[config.mk]
export PLATFORM = sky130hd
export DESIGN_NAME = flash_cmd_sequencer
export DESIGN_NICKNAME = d
export VERILOG_FILES = /design/src/rtl/flash_seq_pkg.sv /design/src/rtl/flash_seq_datapath.sv /design/src/rtl/flash_seq_ctrl.sv /design/src/rtl/flash_cmd_sequencer.sv
export SDC_FILE = /design/constraint.sdc
export NUM_CORES = 1
export LEC_CHECK = 0
export BUFFER_PORTS_ARGS = -buffer_cell sky130_fd_sc_hd__buf_2
export CAP_MARGIN = 25
export CORE_MARGIN = 4
export CORE_UTILIZATION = 40
export DETAILED_ROUTE_END_ITERATION = 7
export PLACE_DENSITY = 0.65
export SYNTH_ARGS = -nofsm -noshare
export SYNTH_HDL_FRONTEND = slang
export SYNTH_SLANG_ARGS = --single-unit
[constraint.sdc]
create_clock -name clk -period 3.3 [get_ports clk]
set_input_delay 0.33 -clock clk [delete_from_list [all_inputs] [get_ports clk]]
set_output_delay 0.33 -clock clk [all_outputs]
set_load 0.03 [all_outputs]
[src/rtl/flash_seq_pkg.sv]
package flash_seq_pkg;

  localparam logic [3:0] SEL_WREN = 4'd0;
  localparam logic [3:0] SEL_WRDI = 4'd1;
  localparam logic [3:0] SEL_RDSR = 4'd2;
  localparam logic [3:0] SEL_READ = 4'd3;
  localparam logic [3:0] SEL_PROG = 4'd4;
  localparam logic [3:0] SEL_SE   = 4'd5;
  localparam logic [3:0] SEL_BE32 = 4'd6;
  localparam logic [3:0] SEL_BE64 = 4'd7;
  localparam logic [3:0] SEL_CE   = 4'd8;

  localparam logic [7:0] FILL_BYTE = 8'hFF;

  typedef enum logic [1:0] {TX_OPC, TX_ADDR, TX_WDATA, TX_FILL} txSel_e;

  typedef struct packed {
    logic   load;
    logic   capRx;
    logic   nextAddr;
    logic   decCount;
    txSel_e txSel;
  } seqStrobe_t;

  function automatic logic selSupported(input logic [3:0] sel);
    return sel <= SEL_CE;
  endfunction

  function automatic logic selHasAddr(input logic [3:0] sel);
    return (sel == SEL_READ) || (sel == SEL_PROG) || (sel == SEL_SE) ||
           (sel == SEL_BE32) || (sel == SEL_BE64);
  endfunction

  function automatic logic selHasData(input logic [3:0] sel);
    return (sel == SEL_READ) || (sel == SEL_PROG);
  endfunction

  function automatic logic [7:0] opcodeOf(input logic [3:0] sel);
    logic [7:0] op;
    case (sel)
      SEL_WREN: op = 8'h06;
      SEL_WRDI: op = 8'h04;
      SEL_RDSR: op = 8'h05;
      SEL_READ: op = 8'h03;
      SEL_PROG: op = 8'h02;
      SEL_SE:   op = 8'h20;
      SEL_BE32: op = 8'h52;
      SEL_BE64: op = 8'hD8;
      SEL_CE:   op = 8'hC7;
      default:  op = 8'h00;
    endcase
    return op;
  endfunction

endpackage

[src/rtl/flash_seq_datapath.sv]
module flash_seq_datapath
  import flash_seq_pkg::*;
#(
  parameter int ADDR_W = 24,
  parameter int CNT_W  = 16
) (
  input  logic              clk,
  input  logic              rstN,
  input  seqStrobe_t        strobe,
  input  logic [3:0]        cmdSel,
  input  logic [ADDR_W-1:0] cmdAddr,
  input  logic [CNT_W-1:0]  cmdCount,
  input  logic [7:0]        wrData,
  input  logic [7:0]        xferRx,
  output logic [7:0]        xferTx,
  output logic [7:0]        rdData,
  output logic              rdValid,
  output logic [3:0]        curSel,
  output logic              addrLast,
  output logic              cntZero,
  output logic              cntLast
);

  localparam int ADDR_BYTES = ADDR_W / 8;
  localparam int IDX_W      = (ADDR_BYTES > 1) ? $clog2(ADDR_BYTES) : 1;

  logic [ADDR_W-1:0] addrReg;
  logic [CNT_W-1:0]  cntReg;
  logic [IDX_W-1:0]  addrIdx;
  logic [7:0]        addrBytes [ADDR_BYTES];

  for (genvar b = 0; b < ADDR_BYTES; b++) begin : g_addrByte
    assign addrBytes[b] = addrReg[b*8 +: 8];
  end

  always_ff @(posedge clk or negedge rstN) begin
    if (!rstN) begin
      curSel  <= '0;
      addrReg <= '0;
      cntReg  <= '0;
      addrIdx <= '0;
      rdData  <= '0;
      rdValid <= 1'b0;
    end else begin
      rdValid <= strobe.capRx;
      if (strobe.capRx) rdData <= xferRx;
      if (strobe.load) begin
        curSel  <= cmdSel;
        addrReg <= cmdAddr;
        cntReg  <= cmdCount;
        addrIdx <= IDX_W'(ADDR_BYTES - 1);
      end else begin
        if (strobe.nextAddr) addrIdx <= addrIdx - 1'b1;
        if (strobe.decCount) cntReg  <= cntReg - 1'b1;
      end
    end
  end

  assign addrLast = (addrIdx == '0);
  assign cntZero  = (cntReg == '0);
  assign cntLast  = (cntReg == CNT_W'(1));

  always_comb begin
    case (strobe.txSel)
      TX_OPC:   xferTx = opcodeOf(curSel);
      TX_ADDR:  xferTx = addrBytes[addrIdx];
      TX_WDATA: xferTx = wrData;
      default:  xferTx = FILL_BYTE;
    endcase
  end

  AST_NO_COUNT_UNDERFLOW: assert property (@(posedge clk) disable iff (!rstN)
    strobe.decCount |-> !cntZero);
  AST_NO_ADDR_UNDERFLOW: assert property (@(posedge clk) disable iff (!rstN)
    strobe.nextAddr |-> !addrLast);

endmodule

[src/rtl/flash_seq_ctrl.sv]
module flash_seq_ctrl
  import flash_seq_pkg::*;
(
  input  logic       clk,
  input  logic       rstN,
  input  logic       cmdValid,
  input  logic [3:0] cmdSel,
  input  logic       xferDone,
  input  logic       wrValid,
  input  logic [3:0] curSel,
  input  logic       addrLast,
  input  logic       cntZero,
  input  logic       cntLast,
  output logic       cmdReady,
  output logic       xferStart,
  output logic       wrReady,
  output logic       csN,
  output logic       done,
  output seqStrobe_t strobe
);

  typedef enum logic [1:0] {ST_IDLE, ST_SEND, ST_WAIT} state_e;
  typedef enum logic [1:0] {PH_OPC, PH_ADDR, PH_DATA, PH_STAT} phase_e;

  state_e state, stateNext;
  phase_e phase, phaseNext;
  logic   finish;
  logic   isProg, isRead;

  assign isProg = (curSel == SEL_PROG);
  assign isRead = (curSel == SEL_READ);

  always_comb begin
    strobe       = '0;
    strobe.txSel = TX_OPC;
    stateNext    = state;
    phaseNext    = phase;
    finish       = 1'b0;
    xferStart    = 1'b0;
    wrReady      = 1'b0;
    cmdReady     = (state == ST_IDLE);
    case (state)
      ST_IDLE: begin
        if (cmdValid && selSupported(cmdSel)) begin
          strobe.load = 1'b1;
          stateNext   = ST_SEND;
          phaseNext   = PH_OPC;
        end
      end
      ST_SEND: begin
        case (phase)
          PH_OPC:  strobe.txSel = TX_OPC;
          PH_ADDR: strobe.txSel = TX_ADDR;
          PH_DATA: strobe.txSel = isProg ? TX_WDATA : TX_FILL;
          default: strobe.txSel = TX_FILL;
        endcase
        if (!(phase == PH_DATA && isProg && !wrValid)) begin
          xferStart = 1'b1;
          wrReady   = (phase == PH_DATA) && isProg;
          stateNext = ST_WAIT;
        end
      end
      ST_WAIT: begin
        if (xferDone) begin
          strobe.capRx = (phase == PH_STAT) || (phase == PH_DATA && isRead);
          stateNext    = ST_SEND;
          case (phase)
            PH_OPC: begin
              if (selHasAddr(curSel))      phaseNext = PH_ADDR;
              else if (curSel == SEL_RDSR) phaseNext = PH_STAT;
              else                         finish    = 1'b1;
            end
            PH_ADDR: begin
              if (!addrLast)                          strobe.nextAddr = 1'b1;
              else if (selHasData(curSel) && !cntZero) phaseNext      = PH_DATA;
              else                                    finish          = 1'b1;
            end
            PH_DATA: begin
              strobe.decCount = 1'b1;
              if (cntLast) finish = 1'b1;
            end
            default: finish = 1'b1;
          endcase
          if (finish) stateNext = ST_IDLE;
        end
      end
      default: stateNext = ST_IDLE;
    endcase
  end

  always_ff @(posedge clk or negedge rstN) begin
    if (!rstN) begin
      state <= ST_IDLE;
      phase <= PH_OPC;
      csN   <= 1'b1;
      done  <= 1'b0;
    end else begin
      state <= stateNext;
      phase <= phaseNext;
      done  <= finish;
      if (strobe.load)  csN <= 1'b0;
      else if (finish)  csN <= 1'b1;
    end
  end

  AST_START_IN_FRAME: assert property (@(posedge clk) disable iff (!rstN)
    xferStart |-> !csN);
  AST_ONE_OUTSTANDING: assert property (@(posedge clk) disable iff (!rstN)
    xferStart |=> !xferStart);
  AST_READY_ONLY_IDLE: assert property (@(posedge clk) disable iff (!rstN)
    cmdReady |-> csN);
  AST_DONE_AT_CS_RISE: assert property (@(posedge clk) disable iff (!rstN)
    done |-> $rose(csN));
  AST_CS_RISE_HAS_DONE: assert property (@(posedge clk) disable iff (!rstN)
    $rose(csN) |-> done);
  AST_DONE_ONE_CYCLE: assert property (@(posedge clk) disable iff (!rstN)
    done |=> !done);
  AST_WR_TAKEN_WITH_START: assert property (@(posedge clk) disable iff (!rstN)
    wrReady |-> (xferStart && wrValid));

endmodule

[src/rtl/flash_cmd_sequencer.sv]
module flash_cmd_sequencer
  import flash_seq_pkg::*;
#(
  parameter int ADDR_W = 24,
  parameter int CNT_W  = 16
) (
  input  logic              clk,
  input  logic              rstN,
  input  logic              cmdValid,
  output logic              cmdReady,
  input  logic [3:0]        cmdSel,
  input  logic [ADDR_W-1:0] cmdAddr,
  input  logic [CNT_W-1:0]  cmdCount,
  output logic              done,
  input  logic [7:0]        wrData,
  input  logic              wrValid,
  output logic              wrReady,
  output logic [7:0]        rdData,
  output logic              rdValid,
  output logic              xferStart,
  output logic [7:0]        xferTx,
  input  logic              xferDone,
  input  logic [7:0]        xferRx,
  output logic              csN
);

  seqStrobe_t strobe;
  logic [3:0] curSel;
  logic       addrLast, cntZero, cntLast;

  flash_seq_ctrl i_ctrl (
    .clk(clk), .rstN(rstN), .cmdValid(cmdValid), .cmdSel(cmdSel),
    .xferDone(xferDone), .wrValid(wrValid), .curSel(curSel),
    .addrLast(addrLast), .cntZero(cntZero), .cntLast(cntLast),
    .cmdReady(cmdReady), .xferStart(xferStart), .wrReady(wrReady),
    .csN(csN), .done(done), .strobe(strobe)
  );

  flash_seq_datapath #(.ADDR_W(ADDR_W), .CNT_W(CNT_W)) i_datapath (
    .clk(clk), .rstN(rstN), .strobe(strobe), .cmdSel(cmdSel),
    .cmdAddr(cmdAddr), .cmdCount(cmdCount), .wrData(wrData),
    .xferRx(xferRx), .xferTx(xferTx), .rdData(rdData), .rdValid(rdValid),
    .curSel(curSel), .addrLast(addrLast), .cntZero(cntZero), .cntLast(cntLast)
  );

  AST_RD_INSIDE_FRAME: assert property (@(posedge clk) disable iff (!rstN)
    rdValid |-> $past(!csN));

endmodule

* Word-level counts from Yosys, hierarchy flattened
Memories as Yosys holds them, arrays and structs flattened.
Cells that the tools add are included.
Widths: inputs -> output; s select.
** Word-level totals
- Register bits :: 61
- Bits of input ports :: 65
- Output and inout port bits :: 22
- Bits in read-only memories :: 128
- Memories kept :: 1
- Word-level logic and storage cells :: 107
** Memories
- (name not given) :: words 16, bits a word 8, read ports 1, clocked after Yosys merged registers in 0, wr ports 0, line flash_seq_pkg.sv:40 : case (sel)
** Operators by class
- Multiplexer cells :: 47
- $add $sub $neg :: 2
- Order comparisons :: 2
- Bitwise gates (word level) :: 1
- Equality and inequality tests :: 21
- Reductions and logical operators :: 23
** Operators by type and width (count)
- $mux 16 :: 2
- $mux 2 :: 12
- $pmux 8 s3 :: 1
- $mux 1 :: 22
- $bmux 8 s2 :: 1
- $eq 16x1->1 const B :: 1
- $eq 4x3->1 const B :: 4
- $logic_not 16->1 :: 1
- $mux 8 :: 2
- $sub 16x1->16 const B :: 1
- $pmux 2 s3 :: 2
- $eq 2x2->1 const B :: 4
- $eq 4x2->1 const B :: 2
- $logic_not 2->1 :: 4
- $pmux 2 s2 :: 2
- $reduce_bool 2->1 :: 4
- $reduce_and 7->1 :: 1
- $eq 2x1->1 const B :: 3
- $mux 3 :: 2
- $ne 3x2->1 const B :: 2
- $logic_and 1x1->1 :: 5
- $logic_or 1x1->1 :: 5
- $le 4x4->1 const B :: 1
- $ne 2x2->1 const B :: 2
- other kinds (9) :: 10

* Logic depth before layout (Yosys ltp)
- Depth after elaboration :: 13
- Gate-level depth with buffers :: 8
- Mapped depth without buffers :: 7

* Cells and area by module
From an unflattened synthesis, not the netlist that was laid out.
** Second synthesis, totals
- Cell total of the unflattened synthesis :: 323
- Area total of the unflattened synthesis :: 3311.9 µm²
** Modules (own cells, without submodules)
- flash_seq_datapath :: cells each 265, area an instance 2837.7 µm², seq. area each 1376.3 µm², instances 1
- flash_seq_ctrl :: cells each 58, area an instance 474.2 µm², seq. area each 151.4 µm², instances 1

* Worst setup path after synthesis
Ideal clock, no wire load.
- Path type :: register to output
- Start :: register i_ctrl.state[1]
- End :: output port xferTx[6]
- Arrival time :: 1.648 ns
- Path slack :: 1.322 ns
- Required time :: 2.970 ns
- Cell stages (with the launch flop) :: 5
- Path buffers :: 1
- Path through :: dfrtp_1 -> nand2b_1 -> or3_1 -> clkbuf_1 -> o221ai_1
** On the way
- Word-level cells in the longest chain between the ends :: 4
- Elaborated cells between the ends (all ways) :: 6
- Classes of those cells :: eq/ne (3); mux (2); reduce/logical (1)
** Ends and longest elaborated chain
- start: declaration :: line flash_seq_ctrl.sv:25 : state_e state, stateNext;
- start signal: assignment :: line flash_seq_ctrl.sv:98 : state <= stateNext;
- $eq 2x1->1 (*) :: line flash_seq_ctrl.sv:42 : case (state)
- $mux 2 (*) :: line flash_seq_ctrl.sv:42
- $eq 2x2->1, or another cell as far along :: line flash_seq_datapath.sv:64 : case (strobe.txSel)
- $pmux 8 s3 (*) :: line flash_seq_datapath.sv:64
- end: declaration :: line flash_cmd_sequencer.sv:21 : output logic [7:0] xferTx,
Every way passes the cells marked *; elsewhere a longest branch is shown, timed or not.

* Worst setup path in the final report
- Start :: register i_datapath.curSel[1]
- End :: output port xferTx[0]
** On the way
- Word-level cells in the longest chain between the ends :: 6
- Elaborated cells between the ends (all ways) :: 9
- Classes of those cells :: eq/ne (3); mux (4); reduce/logical (1); memory (1)
** Ends and longest elaborated chain
- start: declaration :: line flash_seq_datapath.sv:18 : output logic [3:0] curSel,
- start signal: assignment :: line flash_seq_datapath.sv:48 : curSel <= cmdSel;
- $eq 4x3->1 :: line flash_seq_ctrl.sv:30 : assign isProg = (curSel == SEL_PROG);
- $mux 1 :: line flash_seq_ctrl.sv:54 : PH_DATA: strobe.txSel = isProg ? TX_WDATA : TX_FILL;
- $pmux 2 s3 :: line flash_seq_ctrl.sv:51 : case (phase)
- $mux 2 :: line flash_seq_ctrl.sv:42
- $eq 2x2->1, or another cell as far along :: line flash_seq_datapath.sv:64
- $pmux 8 s3 (*) :: line flash_seq_datapath.sv:64
Marked as above.

==> run summary <==
Synthesized area per cell - 10.3 µm²
Tot GR Track Use - 0.159
Final Cycle Share - 0.765
Worst Tran Pin Value - 538 ps
Synth Flop Type - dfrtp_1
CORE AREA - 7850 µm²
Max cap viols - 0
H-tree depth - 3
Mapped cell area - 3280 µm²
Fmax achieved - 396 MHz
Final min period - 2520 ps
Clock Path Buffers - 2
Die Wd - 98.5 µm
# fillers - 765
Lkg Pwr - 1.88 nW
Area contributors post-synth - dfrtp_1, mux2_2, nor2_1
CP endpoint - xferTx[0]
Final setup fails - 0
Max transition margin - 0.642
Post-CTS Resized - 0
First-pass GRT wire length - 12500 µm
Crit path max fanout - 9
VDD IR-drop max - 434 µV
DR iter-0 viols - 136
Avg WL per Cell - 14.5 µm
Largest net degree at the start of global routing - 51
DRT Pass-1 Iters - 4
Routed WL - 7420 µm
Yosys reg bits - 61
CP Data Arrival Time - 2190 ps
Synth Net Count - 393
Sequential fraction of the synthesis area - 0.466
Hold slack - 215 ps
Run status - completed
Routed Antenna Nets - 0
Synth Warn # - 0
Clock sink count - 61
Post-synth top area cell - dfrtp_1
R2r worst-path depth - 7
Crit path capture type - output port
CP required - 2970 ps
Dpl hpwl - 5620 µm
Total die area - 9710 µm²
Initial Utilization - 0.418
DRC violations left - 0
Vias in the first global route - 2667
Critical path origin - i_datapath.curSel[1]$_DFFE_PN0P_
Synth cell types - 46
Area Growth Syn to Fin - 22.5%
Antenna diode count - 0
GPL Wtd Cong - 0.772
RSZ-0062 raised after global routing - false
Nets@finish - 479
Grt total ovfl - 0
Crit start category - flip-flop
Synthesized instance count - 319
CTS tree - done
Post-CTS setup buffers - 0
Via Count - 2617
Worst Slack Setup Final - 777 ps
Asr flop ratio synth - 1.00
Hold crit path type - in -> reg
Share of post-route cells with drive strength above 1 - 0.361
WS Path Type - reg -> out
Port buffer count - 86
R2R Path Start - i_datapath.addrIdx[1]$_DFFE_PN0P_
Top Ports - 87
Post-synth EDFFs - 0
CTS buffer count - 9
Worst flop-to-flop path endpoint - i_ctrl.csN$_DFFE_PN1P_
PD cells - 868 nW/µm²
Skew-Pair Late Insertion Delay - 340 ps
Share of Yosys cell area claimed by the top area cell type - 0.458
Pwr Total - 0.00349 W
Die H - 98.5 µm
Setup TNS - 0 ps
Clock transition at the registers of the reported paths - 70 ps
Final Skew - 10.5 ps
Vias per cell - 5.11
Initial antenna violation count - 0
Pre-CTS WS - 1170 ps
FF-to-FF setup slack - 1230 ps
Cts hold-fix bufs - 1
Max-slew violation count - 0
Root Buffer - clkbuf_8
Row cnt - 32
Final Hold Fails - 0
## cell type report
class / instances / area (µm²) / area share
Sequential cell: 61 / 1530 / 0.380
Tap cell: 102 / 128 / 0.0318
Inverter: 10 / 37.5 / 0.00935
Clock buffer: 13 / 159 / 0.0396
Timing Repair Buffer: 90 / 463 / 0.115
Clock inverter: 3 / 67.6 / 0.0168
Multi-Input combinational cell: 233 / 1630 / 0.407
## sequential cells by signal, summed over array words and instances (netlist names)
signal,count
i_datapath.cntReg,16
i_ctrl.phase,2
i_datapath.curSel,4
i_ctrl.state,2
i_datapath.rdValid,1
i_datapath.addrReg,24
i_ctrl.csN,1
i_ctrl.done,1
i_datapath.addrIdx,2
i_datapath.rdData,8
## through the flow
step           cells  cell area (µm²)  utilization
2_1_floorplan    319             3280            -
3_3_place_gp     495             3780        0.482
3_5_place_dp     495             3780        0.482
4_1_cts          512             4020        0.512
5_1_grt          512             4020        0.512
6_report         512             4020        0.512
## worst min-delay path by stage
| stage | depth (start not counted) | to | slack, ps | from |
|---|---|---|---|---|
| global placement | 1 | i_datapath.cntReg[2]$_DFFE_PN0P_ | 230 | rstN |
| CTS | 2 | i_ctrl.state[1]$_DFFE_PN0P_ | 200 | xferDone |
| detailed placement | 1 | i_datapath.cntReg[10]$_DFFE_PN0P_ | 230 | rstN |
| finish | 2 | i_ctrl.state[1]$_DFFE_PN0P_ | 210 | xferDone |
| global route | 2 | i_datapath.addrReg[20]$_DFFE_PN0P_ | 200 | cmdAddr[20] |
| floorplan | 0 | i_ctrl.done$_DFF_PN0_ | 30 | rstN |
## report_power, final
part	total (W)	switching, W	internal [W]
logic	0.00135	0.000736	0.000611
registers	0.00139	0.000317	0.00107
clock network	0.000752	0.000285	0.000467
total	0.00349	0.00134	0.00215
## worst max-delay path, cell delays in order, from the launching register on
cell	delay, ps
dfrtp_1	480
inv_1	120
ha_1	240
nand3_1	280
nor2_1	280
a32oi_1	100
o211ai_1	130
buf_2	230
## cells by family after synthesis
family	count (synthesis)	synth area share
buffers and inverters	25	0.0359
muxes	46	0.155
xor gates and xnor gates	16	0.0427
AOI/OAI and AO/OA	65	0.119
DFF	61	0.466
adders and majority gates	9	0.0343
and+or+nand+nor	97	0.148
## cell usage in the layout, fill, tap and decap left out, drive strengths merged, types with 6 or more instances in the layout
cell type   n
o21ai      12
buf        89
nor2       42
nand2      13
inv        10
xnor2      13
nor3        9
clkbuf     13
a21oi      31
dfrtp      60
nand3       6
o211ai      8
mux2       37
mux2i       9
ha          9
or3         6
## Yosys cell counts, types with 3 or more instances
| cell | count |
|---|---|
| a21oi_1 | 30 |
| clkbuf_1 | 10 |
| dfrtp_1 | 60 |
| ha_1 | 9 |
| inv_1 | 10 |
| mux2_2 | 37 |
| mux2i_1 | 9 |
| nand2_1 | 13 |
| nand3_1 | 5 |
| nand4_1 | 3 |
| nor2_1 | 42 |
| nor3_1 | 9 |
| nor4_1 | 3 |
| o211ai_1 | 8 |
| o21a_1 | 3 |
| o21ai_0 | 12 |
| or3_1 | 5 |
| xnor2_1 | 13 |
| xor2_1 | 3 |
## routing by layer
layer  global-route usage  vias up  share of wire
met1                0.211     1238           0.46
met4               0.0704        0          0.025
li1                     -     1300              -
met3               0.0389       18          0.050
met2                0.248       61           0.47
met5                    0        -              0
No activity file was read; power rests on OpenSTA's default activity.
